--- config.mk ---
export PLATFORM = sky130hd
export DESIGN_NAME = flash_therm_enc
export DESIGN_NICKNAME = d
export VERILOG_FILES = /design/src/rtl/flash_enc_pkg.sv /design/src/rtl/flash_onehot.sv /design/src/rtl/flash_enc_ctrl.sv /design/src/rtl/flash_enc_datapath.sv /design/src/rtl/flash_therm_enc.sv
export SDC_FILE = /design/constraint.sdc
export NUM_CORES = 1
export LEC_CHECK = 0
export BUFFER_PORTS_ARGS = -buffer_cell sky130_fd_sc_hd__clkbuf_2
export CORE_MARGIN = 3
export CORE_UTILIZATION = 35
export CTS_CLUSTER_DIAMETER = 40
export DETAILED_ROUTE_END_ITERATION = 7
export SLEW_MARGIN = 0
export SYNTH_ARGS = -nofsm -noshare
export SYNTH_HDL_FRONTEND = slang
export SYNTH_SLANG_ARGS = --single-unit
--- constraint.sdc ---
create_clock -name clk -period 2.4 [get_ports clk]
set_input_delay 0.12 -clock clk [delete_from_list [all_inputs] [get_ports clk]]
set_output_delay 0.12 -clock clk [all_outputs]
set_load 0.005 [all_outputs]
--- src/rtl/flash_enc_pkg.sv ---
package flash_enc_pkg;
  // Strobes from the control half to the datapath
  typedef struct packed {
    logic clear;   // synchronous clear of every register
    logic drive;   // both enables asserted, outputs should drive
  } encStrobes_t;
endpackage

--- src/rtl/flash_onehot.sv ---
module flash_onehot #(
  parameter int NUM_COMP = 63,
  localparam int ROWS = NUM_COMP + 1
) (
  input  logic [NUM_COMP-1:0] therm,
  output logic [ROWS-1:0]     rowVec
);
  // Extended vector: a virtual high below comparator 1, a virtual low above the top
  logic [NUM_COMP+1:0] ext;
  logic [ROWS-1:0]     edgeVec;
  logic [ROWS-1:0]     seen;

  assign ext     = {1'b0, therm, 1'b1};
  assign seen[0] = 1'b0;

  for (genvar k = 0; k < ROWS; k++) begin : g_row
    // A boundary at k: level k reads high and level k+1 reads low
    assign edgeVec[k] = ext[k] & ~ext[k+1];
    // Only the lowest boundary survives
    assign rowVec[k]  = edgeVec[k] & ~seen[k];
    if (k < ROWS - 1) begin : g_chain
      assign seen[k+1] = seen[k] | edgeVec[k];
    end
  end
endmodule

--- src/rtl/flash_enc_ctrl.sv ---
module flash_enc_ctrl
  import flash_enc_pkg::*;
(
  input  logic        rst,
  input  logic        enA,
  input  logic        enB,
  output encStrobes_t strobes
);
  always_comb begin
    strobes.clear = rst;
    strobes.drive = enA & enB & ~rst;
  end
endmodule

--- src/rtl/flash_enc_datapath.sv ---
module flash_enc_datapath
  import flash_enc_pkg::*;
#(
  parameter int NUM_COMP = 63,
  parameter int CODE_W   = $clog2(NUM_COMP + 1),
  parameter bit PIPE_IN  = 1'b0
) (
  input  logic                clk,
  input  encStrobes_t         strobes,
  input  logic [NUM_COMP-1:0] thermIn,
  output logic [CODE_W-1:0]   codeQ,
  output logic [CODE_W-1:0]   oeQ
);
  localparam int ROWS = NUM_COMP + 1;

  logic [NUM_COMP-1:0] stageVec;
  logic [ROWS-1:0]     rowVec;
  logic [CODE_W-1:0]   codeNext;

  // Optional capture of the comparator vector ahead of the encoder
  if (PIPE_IN) begin : g_stage
    always_ff @(posedge clk) begin
      if (strobes.clear) stageVec <= '0;
      else               stageVec <= thermIn;
    end
  end else begin : g_direct
    assign stageVec = thermIn;
  end

  flash_onehot #(.NUM_COMP(NUM_COMP)) i_onehot (
    .therm  (stageVec),
    .rowVec (rowVec)
  );

  // OR-plane lookup: row k contributes the fixed code k
  always_comb begin
    codeNext = '0;
    for (int k = 0; k < ROWS; k++) begin
      if (rowVec[k]) codeNext = codeNext | CODE_W'(k);
    end
  end

  always_ff @(posedge clk) begin
    if (strobes.clear) begin
      codeQ <= '0;
      oeQ   <= '0;
    end else begin
      codeQ <= codeNext;
      oeQ   <= {CODE_W{strobes.drive}};
    end
  end

  AST_ONE_ROW: assert property (@(posedge clk) disable iff (strobes.clear)
    $countones(rowVec) == 1);
  AST_ZERO_IN: assert property (@(posedge clk) disable iff (strobes.clear)
    (stageVec == '0) |=> (codeQ == '0));
  AST_FULL_IN: assert property (@(posedge clk) disable iff (strobes.clear)
    (&stageVec) |=> (codeQ == CODE_W'(NUM_COMP)));
  AST_OE_ON: assert property (@(posedge clk) disable iff (strobes.clear)
    strobes.drive |=> (&oeQ));
  AST_OE_OFF: assert property (@(posedge clk) disable iff (strobes.clear)
    !strobes.drive |=> (oeQ == '0));
endmodule

--- src/rtl/flash_therm_enc.sv ---
module flash_therm_enc
  import flash_enc_pkg::*;
#(
  parameter int NUM_COMP = 63,
  parameter int CODE_W   = $clog2(NUM_COMP + 1),
  parameter bit PIPE_IN  = 1'b0
) (
  input  logic                clk,
  input  logic                rst,
  input  logic [NUM_COMP-1:0] therm,
  input  logic                enA,
  input  logic                enB,
  output logic [CODE_W-1:0]   code,
  output logic [CODE_W-1:0]   codeOe
);
  encStrobes_t strobes;

  flash_enc_ctrl i_ctrl (
    .rst     (rst),
    .enA     (enA),
    .enB     (enB),
    .strobes (strobes)
  );

  flash_enc_datapath #(
    .NUM_COMP (NUM_COMP),
    .CODE_W   (CODE_W),
    .PIPE_IN  (PIPE_IN)
  ) i_dp (
    .clk     (clk),
    .strobes (strobes),
    .thermIn (therm),
    .codeQ   (code),
    .oeQ     (codeOe)
  );
endmodule

==> out/qor.txt, run 1 <==
Outcome: complete, no violations
Die Wd: 73.6 um
Max Slew Vio Count: 0
Syn Nets: 319
Max-slew headroom: 0.650
Layout cells sized above 1: 0.320
Detailed placement HPWL: 4.55 mm
Antenna viol nets, final: 0
DIE AREA: 0.00541 sq mm
Floorplan Core Area: 0.00420 sq mm
CTS tree: yes
Vias in the first global route: 1,917
Max-cap viol count: 0
FF+latch area: 140 sq um
DRC: 0
Setup-failing EPs final: 0
Least-Margin Pin Slew: 518 ps
WP data required: 2550 ps
Worst vdd ir: 0.159 mV
FMAX: 491 MHz
Synthesized instance count: 252
Post-synth EDFFs: 0
Startpoint types: input pin
H-tree levels: 1
First-pass GRT wire length: 8.34 mm
Initial antenna violation count: 0
DR vias: 2,169
Vias per Instance: 5.59
Die height: 73.6 um
Multi-input gate area: 0.00135 sq mm
CP Max Fanout: 10
Async SR Flop Fraction: 0
Initial Utilization: 0.380
Ys flop type: dfxtp_1
Drt pass-1 iters: 4
Clk root buf: clkbuf_8
Fillers: 464
Final GP Congestion: 0.882
Slowest CP cell: or4b_4
Nets: 406
Critical path's top delay family: simple AND/OR/NAND/NOR gates
Post-CTS Setup Bufs: 0
Avg WL per Cell: 13.4 um
Post-cts gate resize count: 0
Final WL: 5.20 mm
Syn. warnings: 0
Clk buf depth: 2
Flops & latches, synth: 7
Power Density: 255 mW/mm^2
RSZ-0062 raised after global routing: false
Mean post-synth cell area: 6.34 sq um
Remaining Overflow, GRT: 0
Hold_buf cts: 0
Std cell rows: 23
Num CTS Buffers: 3
Largest net degree at the start of global routing: 12
Buf/Inv on CP: 1
# IOs: 79
Initial DRC count: 127
Mapped Area: 0.00160 sq mm
Sequential share of the synthesized area: 0.0877
Port Buffers: 78
Hold/Removal Path Class: input pin to flip-flop
CP max stage delay: 510 ps
Synth unique cells: 56
WP data arrival: 2190 ps
Final period util: 0.849
Clock Sinks: 7
Setup Total Neg Slack: 0 ps
Crit Path Category: input pin to flip-flop
Leak Pwr: 0.924 nW
Min Tclk post-route: 2040 ps
Critical path capture point type: flip-flop
Area Overhead vs Synth: 33.4%
Final Hold Fails: 0
Ant diodes: 0
All-Layer GR Usage: 0.188
Cells along the critical path: clkbuf_2 -> nor2b_1 -> or4b_4 -> and4bb_1 -> nand3_2 -> a211oi_1 -> nor4_1 -> a41oi_1
Clock Pin Slew Worst Setup and Hold Paths: 40 ps
Total Power: 0.544 mW
-- layer usage --
metal | wire (um) | vias to the layer above | track usage
met3 | 298 | 4 | 0.0178
met1 | 2490 | 961 | 0.276
met2 | 2370 | 71 | 0.301
li1 | - | 1133 | -
met4 | 43 | 0 | 0.0282
met5 | 0 | - | 0
-- logic make-up (layout without fill, tap and decap cells) --
family                 Yosys count  in the layout  share of synthesized area
AOI/OAI and AO/OA               77             77                      0.341
buffers and inverters           23            109                     0.0658
DFF                              7              7                     0.0877
muxes                            2              2                     0.0133
and+or+nand+nor                143            143                      0.493
-- final cells by class --
type                            instances  area share
Multi-Input combinational cell        222       0.635
Timing Repair Buffer                   88       0.218
Sequential cell                         7      0.0658
Inverter                               17      0.0299
Tap cell                               50      0.0294
Clock buffer                            3      0.0194
Clock inverter                          1     0.00235
-- metrics by stage --
stage	setup WS, ps	cells	cell area (sq um)	utilization	hold WS, ps
2_1_floorplan	484	252	1600	-	189
3_3_place_gp	179	384	2080	0.496	324
3_5_place_dp	163	384	2080	0.496	328
4_1_cts	392	388	2130	0.507	92.4
5_1_grt	202	388	2130	0.507	110
6_report	361	388	2130	0.507	95.1
-- path summary, 6_finish.rpt --
kind / startpoint / end / slack, ps / depth (start not counted)
worst max-delay path: therm[18] / i_dp.codeQ[0] / 360 / 8
worst min-delay path: enB / i_dp.oeQ[0] / 100 / 3
-- cell usage in the layout, fill, tap and decap left out, types with 2 or more instances in the layout --
cell      instances
clkbuf_2         78
nor2_1           31
nand2_1          25
inv_1            17
a21oi_1          15
nor3_1           15
o21ai_0          14
nand2b_1         12
nor2b_1          11
buf_4            10
nand3_1           9
nor4_1            8
a41oi_1           7
a31oi_1           7
dfxtp_1           7
nand4_1           5
and2_1            4
a211oi_1          4
nand4b_1          3
a211o_1           3
or2_2             3
o31ai_1           3
a311oi_1          3
clkbuf_8          3
or2_1             2
a21boi_0          2
or4_1             2
o22ai_1           2
nand3b_1          2
nand3_2           2
o221ai_1          2
-- state kept, by name (all words and copies together), names as in the netlist --
register    cells
i_dp.codeQ      6
i_dp.oeQ        1
-- cell usage after synthesis (2+ instances only) --
library cell / instances / area [sq um]
nor2_1: 31 / 116
nand3_2: 2 / 20.0
o21ai_0: 14 / 70.1
nand4_1: 5 / 31.3
a311oi_1: 3 / 26.3
a21boi_0: 2 / 15.0
nor4_1: 8 / 50.1
or2_1: 2 / 12.5
nand2_1: 25 / 93.8
a41oi_1: 7 / 61.3
nand2b_1: 12 / 75.1
and2_1: 4 / 25.0
a211o_1: 3 / 26.3
or4_1: 2 / 15.0
buf_4: 5 / 37.5
inv_1: 17 / 63.8
nand3_1: 9 / 45.0
a211oi_1: 4 / 30.0
o31ai_1: 3 / 22.5
o221ai_1: 2 / 17.5
nand4b_1: 3 / 26.3
nand3b_1: 2 / 15.0
nor2b_1: 11 / 68.8
nor3_1: 15 / 75.1
or2_2: 3 / 18.8
a31oi_1: 7 / 43.8
dfxtp_1: 7 / 140
o22ai_1: 2 / 12.5
a21oi_1: 15 / 75.1
-- power breakdown --
part           switching (mW)  internal, mW  total (mW)
Sequential            0.00122         0.119       0.121
Clock                  0.0530         0.113       0.166
Combinational           0.141         0.117       0.258
Total                   0.195         0.349       0.544
No activity file was read; power rests on OpenSTA's default activity.
==> inputs of run 2 (changes only) <==
- ABC_AREA: unset -> 1
- clock period: 2.4 -> 1.64 ns (I/O delays scaled with it)
==> out/qor.txt, run 2 <==
Synthesized instance count: 349
Utilization after layout: 0.619
Most flops, register: i_dp.codeQ
Detailed placement HPWL: 4.49 mm
Worst vdd ir: 0.296 mV
Hold Startpoint: enB
Largest cells by area after synthesis: nand2_1, inv_1, nor2_1
H-tree levels: 1
Hold_buf cts: 0
Layout cells sized above 1: 0.409
Final Hold Fails: 0
Max-cap viol count: 0
CP Max Fanout: 7
Worst setup margin: -425 ps
Final WL: 5.31 mm
Std cell rows: 25
Nets: 564
Flops & latches, synth: 7
DIE AREA: 0.00591 sq mm
Mean post-synth cell area: 5.03 sq um
Vias per Instance: 4.32
Most common cell in the synthesized netlist: nand2_1
Power Density: 298 mW/mm^2
Die height: 76.8 um
Initial antenna violation count: 0
Die Wd: 76.8 um
Max-slew headroom: 0.641
Worst Setup SP: therm[12]
Startpoint types: input pin
Most used cells in the layout excluding fill and tap cells: inv_1, nand2_1, buf_4
Hold/Removal Path Class: input pin to flip-flop
Max Slew Vio Count: 0
Syn Nets: 416
Cell taking the most area after synthesis: nand2_1
Ant diodes: 0
Remaining Overflow, GRT: 0
Crit Path Category: input pin to flip-flop
Async SR Flop Fraction: 0
RSZ-0062 raised after global routing: true
WP data required: 1810 ps
First-pass GRT wire length: 9.16 mm
Largest regs: i_dp.codeQ (6), i_dp.oeQ (1)
Floorplan Core Area: 0.00479 sq mm
Clk root buf: clkbuf_8
Leak Pwr: 1.78 nW
Setup-failing EPs final: 5
Final GP Congestion: 0.799
Clock Pin Slew Worst Setup and Hold Paths: 40 ps
Outcome: finished with violations
Vias in the first global route: 2,294
DR vias: 2,434
Ys flop type: dfxtp_1
Post-synth top area share: 0.179
Syn. warnings: 0
Min Tclk post-route: 2060 ps
FMAX: 484 MHz
Critical path capture point type: flip-flop
CTS tree: yes
Clock Sinks: 7
Sequential share of the synthesized area: 0.0798
Initial DRC count: 68
Port Buffers: 78
Final period util: 1.26
Most frequent cells after synthesis: nand2_1, inv_1, nor2_1
Initial Utilization: 0.367
Synth unique cells: 29
Area post-placement: 0.00266 sq mm
Max FFs per register: 6
Setup Total Neg Slack: -2000 ps
Post-synth EDFFs: 0
Num CTS Buffers: 3
All-Layer GR Usage: 0.177
Commonest non-fill, non-tap cell in the layout: inv_1
Largest net degree at the start of global routing: 8
Clk buf depth: 2
Antenna viol nets, final: 0
# IOs: 79
Post-Layout Inst Area: 0.00296 sq mm
Least-Margin Pin Slew: 533 ps
Drt pass-1 iters: 4
Failing checks: negative setup slack
WP data arrival: 2230 ps
Mapped Area: 0.00176 sq mm
Area Overhead vs Synth: 68.6%
DRC: 0
Avg WL per Cell: 9.42 um
run 2: changes by cell type in the layout (fill, tap and decap cells not counted), moves of 8 or more:
cell      change
nor2_4        +8
nor2b_1      -11
buf_4        +61
a21oi_1       -9
nand2b_1     -12
clkbuf_2     -10
inv_1        +59
nand2_2       +9
nor2_1       +36
nand2_4       +9
nand2_1      +48
run 2: routing by layer:
layer	up-vias	wire, um	track usage
met2	63	2380	0.301
li1	1358	-	-
met5	-	0	0
met3	0	240	0.0188
met1	1013	2690	0.249
met4	0	0	0.0145
run 2: path summary, 6_finish.rpt:
path / cells past startpoint / slack (ps) / end
worst max-delay path: 21 / -420 / i_dp.codeQ[0]
worst min-delay path: 3 / 50 / i_dp.oeQ[0]
run 2: worst max-delay path, cell delays in order:
cell     delay [ps]
buf_4           100
inv_1            50
nand2_2          70
nand2_4          50
nor2_2          100
nand2_2          90
nor2_4          130
nand4_4         110
nor2_4          140
nand4_4         100
nor2_4          130
nand4_4         100
nor2_4          150
nand4_4         130
nor2_4          190
buf_4           140
buf_4            90
nand2_1          40
nand4_1         110
nor3_2           50
nor2_1           80
run 2: per-stage QoR:
| stage | power [mW] | setup WS [ps] | std cells | hold slack, ps |
|---|---|---|---|---|
| floorplan | 0.388 | -413 | 349 | 151 |
| global placement | 0.610 | -809 | 543 | 286 |
| detailed placement | 0.610 | -849 | 543 | 287 |
| CTS | 0.867 | -529 | 556 | 48.3 |
| global route | 0.960 | -621 | 563 | 81.6 |
| finish | 0.884 | -425 | 563 | 53.8 |
run 2: timing repair:
action	CTS	global route
resized for setup	7	37
endpoints found under the setup margin	5	5
pin swaps	9	32
buffers inserted	9	7
run 2: cell type report:
type,instances,area (sq um)
clock buffer,3,41.3
clock inverter,1,5.00
fill,477,1820
inverter,85,344
multi-input combinational,252,1360
sequential,7,140
tap,67,83.8
timing repair buffer,148,983
run 2: where the power goes:
part / internal, mW / switching, mW
Clock: 0.164 / 0.0737
Sequential: 0.175 / 0.00190
Combinational: 0.225 / 0.244
Total: 0.564 / 0.320
run 2: cells by family after synthesis:
family / share of synthesized area
buffers and inverters: 0.203
flip-flops: 0.0798
AND/OR/NAND/NOR: 0.626
AO/OA/AOI/OAI: 0.0912
==> inputs of run 3 (changes only) <==
- CELL_PAD_IN_SITES_DETAIL_PLACEMENT: unset -> 0
- CELL_PAD_IN_SITES_GLOBAL_PLACEMENT: unset -> 2
- CORE_UTILIZATION: 35 -> 19
- HOLD_SLACK_MARGIN: unset -> 0.03
- PLACE_DENSITY_LB_ADDON: unset -> 0.1
==> out/qor.txt, run 3 (same netlist as run 2, synthesis figures left out) <==
Power Density: 291 mW/mm^2
Clk buf depth: 2
CTS tree: yes
Layout cells sized above 1: 0.403
Clock Sinks: 7
Most flops, register: i_dp.codeQ
Largest regs: i_dp.codeQ (6), i_dp.oeQ (1)
First-pass GRT wire length: 9.60 mm
# IOs: 79
Die Wd: 102 um
Buf/Inv on CP: 2
Largest net degree at the start of global routing: 8
Die height: 102 um
Multi-input gate area: 0.00134 sq mm
CP max stage delay: 200 ps
Startpoint types: input pin
Placed instance count: 596
Least-Margin Pin Slew: 512 ps
Critical path capture point type: flip-flop
H-tree levels: 1
Max Slew Vio Count: 0
Slowest CP cell: nor2_4
Avg WL per Cell: 9.44 um
Area Overhead vs Synth: 73.6%
Final period util: 1.29
DR vias: 2,457
Worst vdd ir: 0.138 mV
Failing checks: negative setup slack
Post-Layout Cell Count: 612
Total Power: 0.887 mW
Initial DRC count: 68
Min Tclk post-route: 2110 ps
Remaining Overflow, GRT: 0
Floorplan Core Area: 0.00885 sq mm
Initial Utilization: 0.199
Vias per Instance: 4.01
WHS: 57.7 ps
All-Layer GR Usage: 0.110
Outcome: finished with violations
Hold/Removal Path Class: input pin to flip-flop
Nets: 572
Fillers: 1,054
Max-cap viol count: 0
Hold_buf cts: 0
Critical path's top delay family: simple AND/OR/NAND/NOR gates
Crit-path most repeated cell: nor2_4
Ant diodes: 0
Most used cells in the layout excluding fill and tap cells: inv_1, buf_4, nand2_1
Leak Pwr: 1.81 nW
Port Buffers: 78
Final Hold Fails: 0
Final WL: 5.78 mm
Setup-failing EPs final: 5
FMAX: 473 MHz
Detailed placement HPWL: 5.26 mm
Worst setup margin: -472 ps
CP Max Fanout: 7
Initial antenna violation count: 0
Num CTS Buffers: 3
Clock Pin Slew Worst Setup and Hold Paths: 40 ps
RSZ-0062 raised after global routing: true
Final GP Congestion: 0.774
Clk root buf: clkbuf_8
Drt pass-1 iters: 4
WP data required: 1800 ps
Antenna viol nets, final: 0
Max FFs per register: 6
WP data arrival: 2280 ps
DIE AREA: 0.0104 sq mm
Std cell rows: 34
Vias in the first global route: 2,344
FF+latch area: 140 sq um
Crit Path Category: input pin to flip-flop
Max-slew headroom: 0.655
Cells along the critical path: clkbuf_2 -> inv_4 -> nand2_2 -> nand2_2 -> nor2_2 -> nand2_2 -> nor2_4 -> nand4_4 -> nor2_4 -> nand4_4 -> nor2_4 -> nand4_4 -> nor2_4 -> nand4_4 -> nor2_4 -> nand4_1 -> nand2_1 -> nor2_2 -> nand2_1 -> nor2_1 -> nor2_1
Utilization after layout: 0.345
DRC: 0
[run 3: cell types whose count changed in the layout (fill, tap and decap cells not counted), sizes merged]
cell / previous run / this run
buf: 80 / 84
clkbuf: 71 / 76
clkinv: 1 / 0
[run 3: final timing paths]
kind / from / end / slack (ps) / cells after the start
worst max-delay path: therm[13] / i_dp.codeQ[4] / -470 / 21
worst min-delay path: enB / i_dp.oeQ[0] / 60 / 3
[run 3: worst min-delay path, cell delays in order]
cell and delay, ps:
clkbuf_2 80, nand2_1 50, nor2_1 30
[run 3: final cells by class]
cell class,instances,area share
Multi-Input combinational cell,252,0.438
Sequential cell,7,0.0459
Clock buffer,4,0.0148
Inverter,85,0.113
Tap cell,108,0.0443
Timing Repair Buffer,156,0.344
[run 3: where the power goes]
group	internal, mW	switching (mW)
sequential	0.175	0.00190
combinational	0.231	0.239
clock	0.168	0.0714
total	0.574	0.313
[run 3: repair_timing]
item	CTS	global route
gates resized for setup	13	13
setup endpoints to repair	5	6
pin swaps	5	6
buffers inserted	7	5
[run 3: metal layers]
| layer | part of all wire | up-vias | wire length, um | GRT usage |
|---|---|---|---|---|
| li1 | - | 1375 | - | - |
| met1 | 0.47 | 1020 | 2690 | 0.147 |
| met2 | 0.47 | 58 | 2700 | 0.192 |
| met3 | 0.061 | 4 | 355 | 0.0143 |
| met4 | 0.0057 | 0 | 33 | 0.0182 |
| met5 | 0 | - | 0 | 0 |
[run 3: per-stage QoR]
stage               TNS, ps  instance area, sq um  setup WS [ps]
floorplan             -1840                  1820           -413
global placement      -3600                  2810           -731
detailed placement    -3890                  2810           -793
CTS                   -2340                  2980           -495
global route          -3180                  3050           -696
finish                -2100                  3050           -472
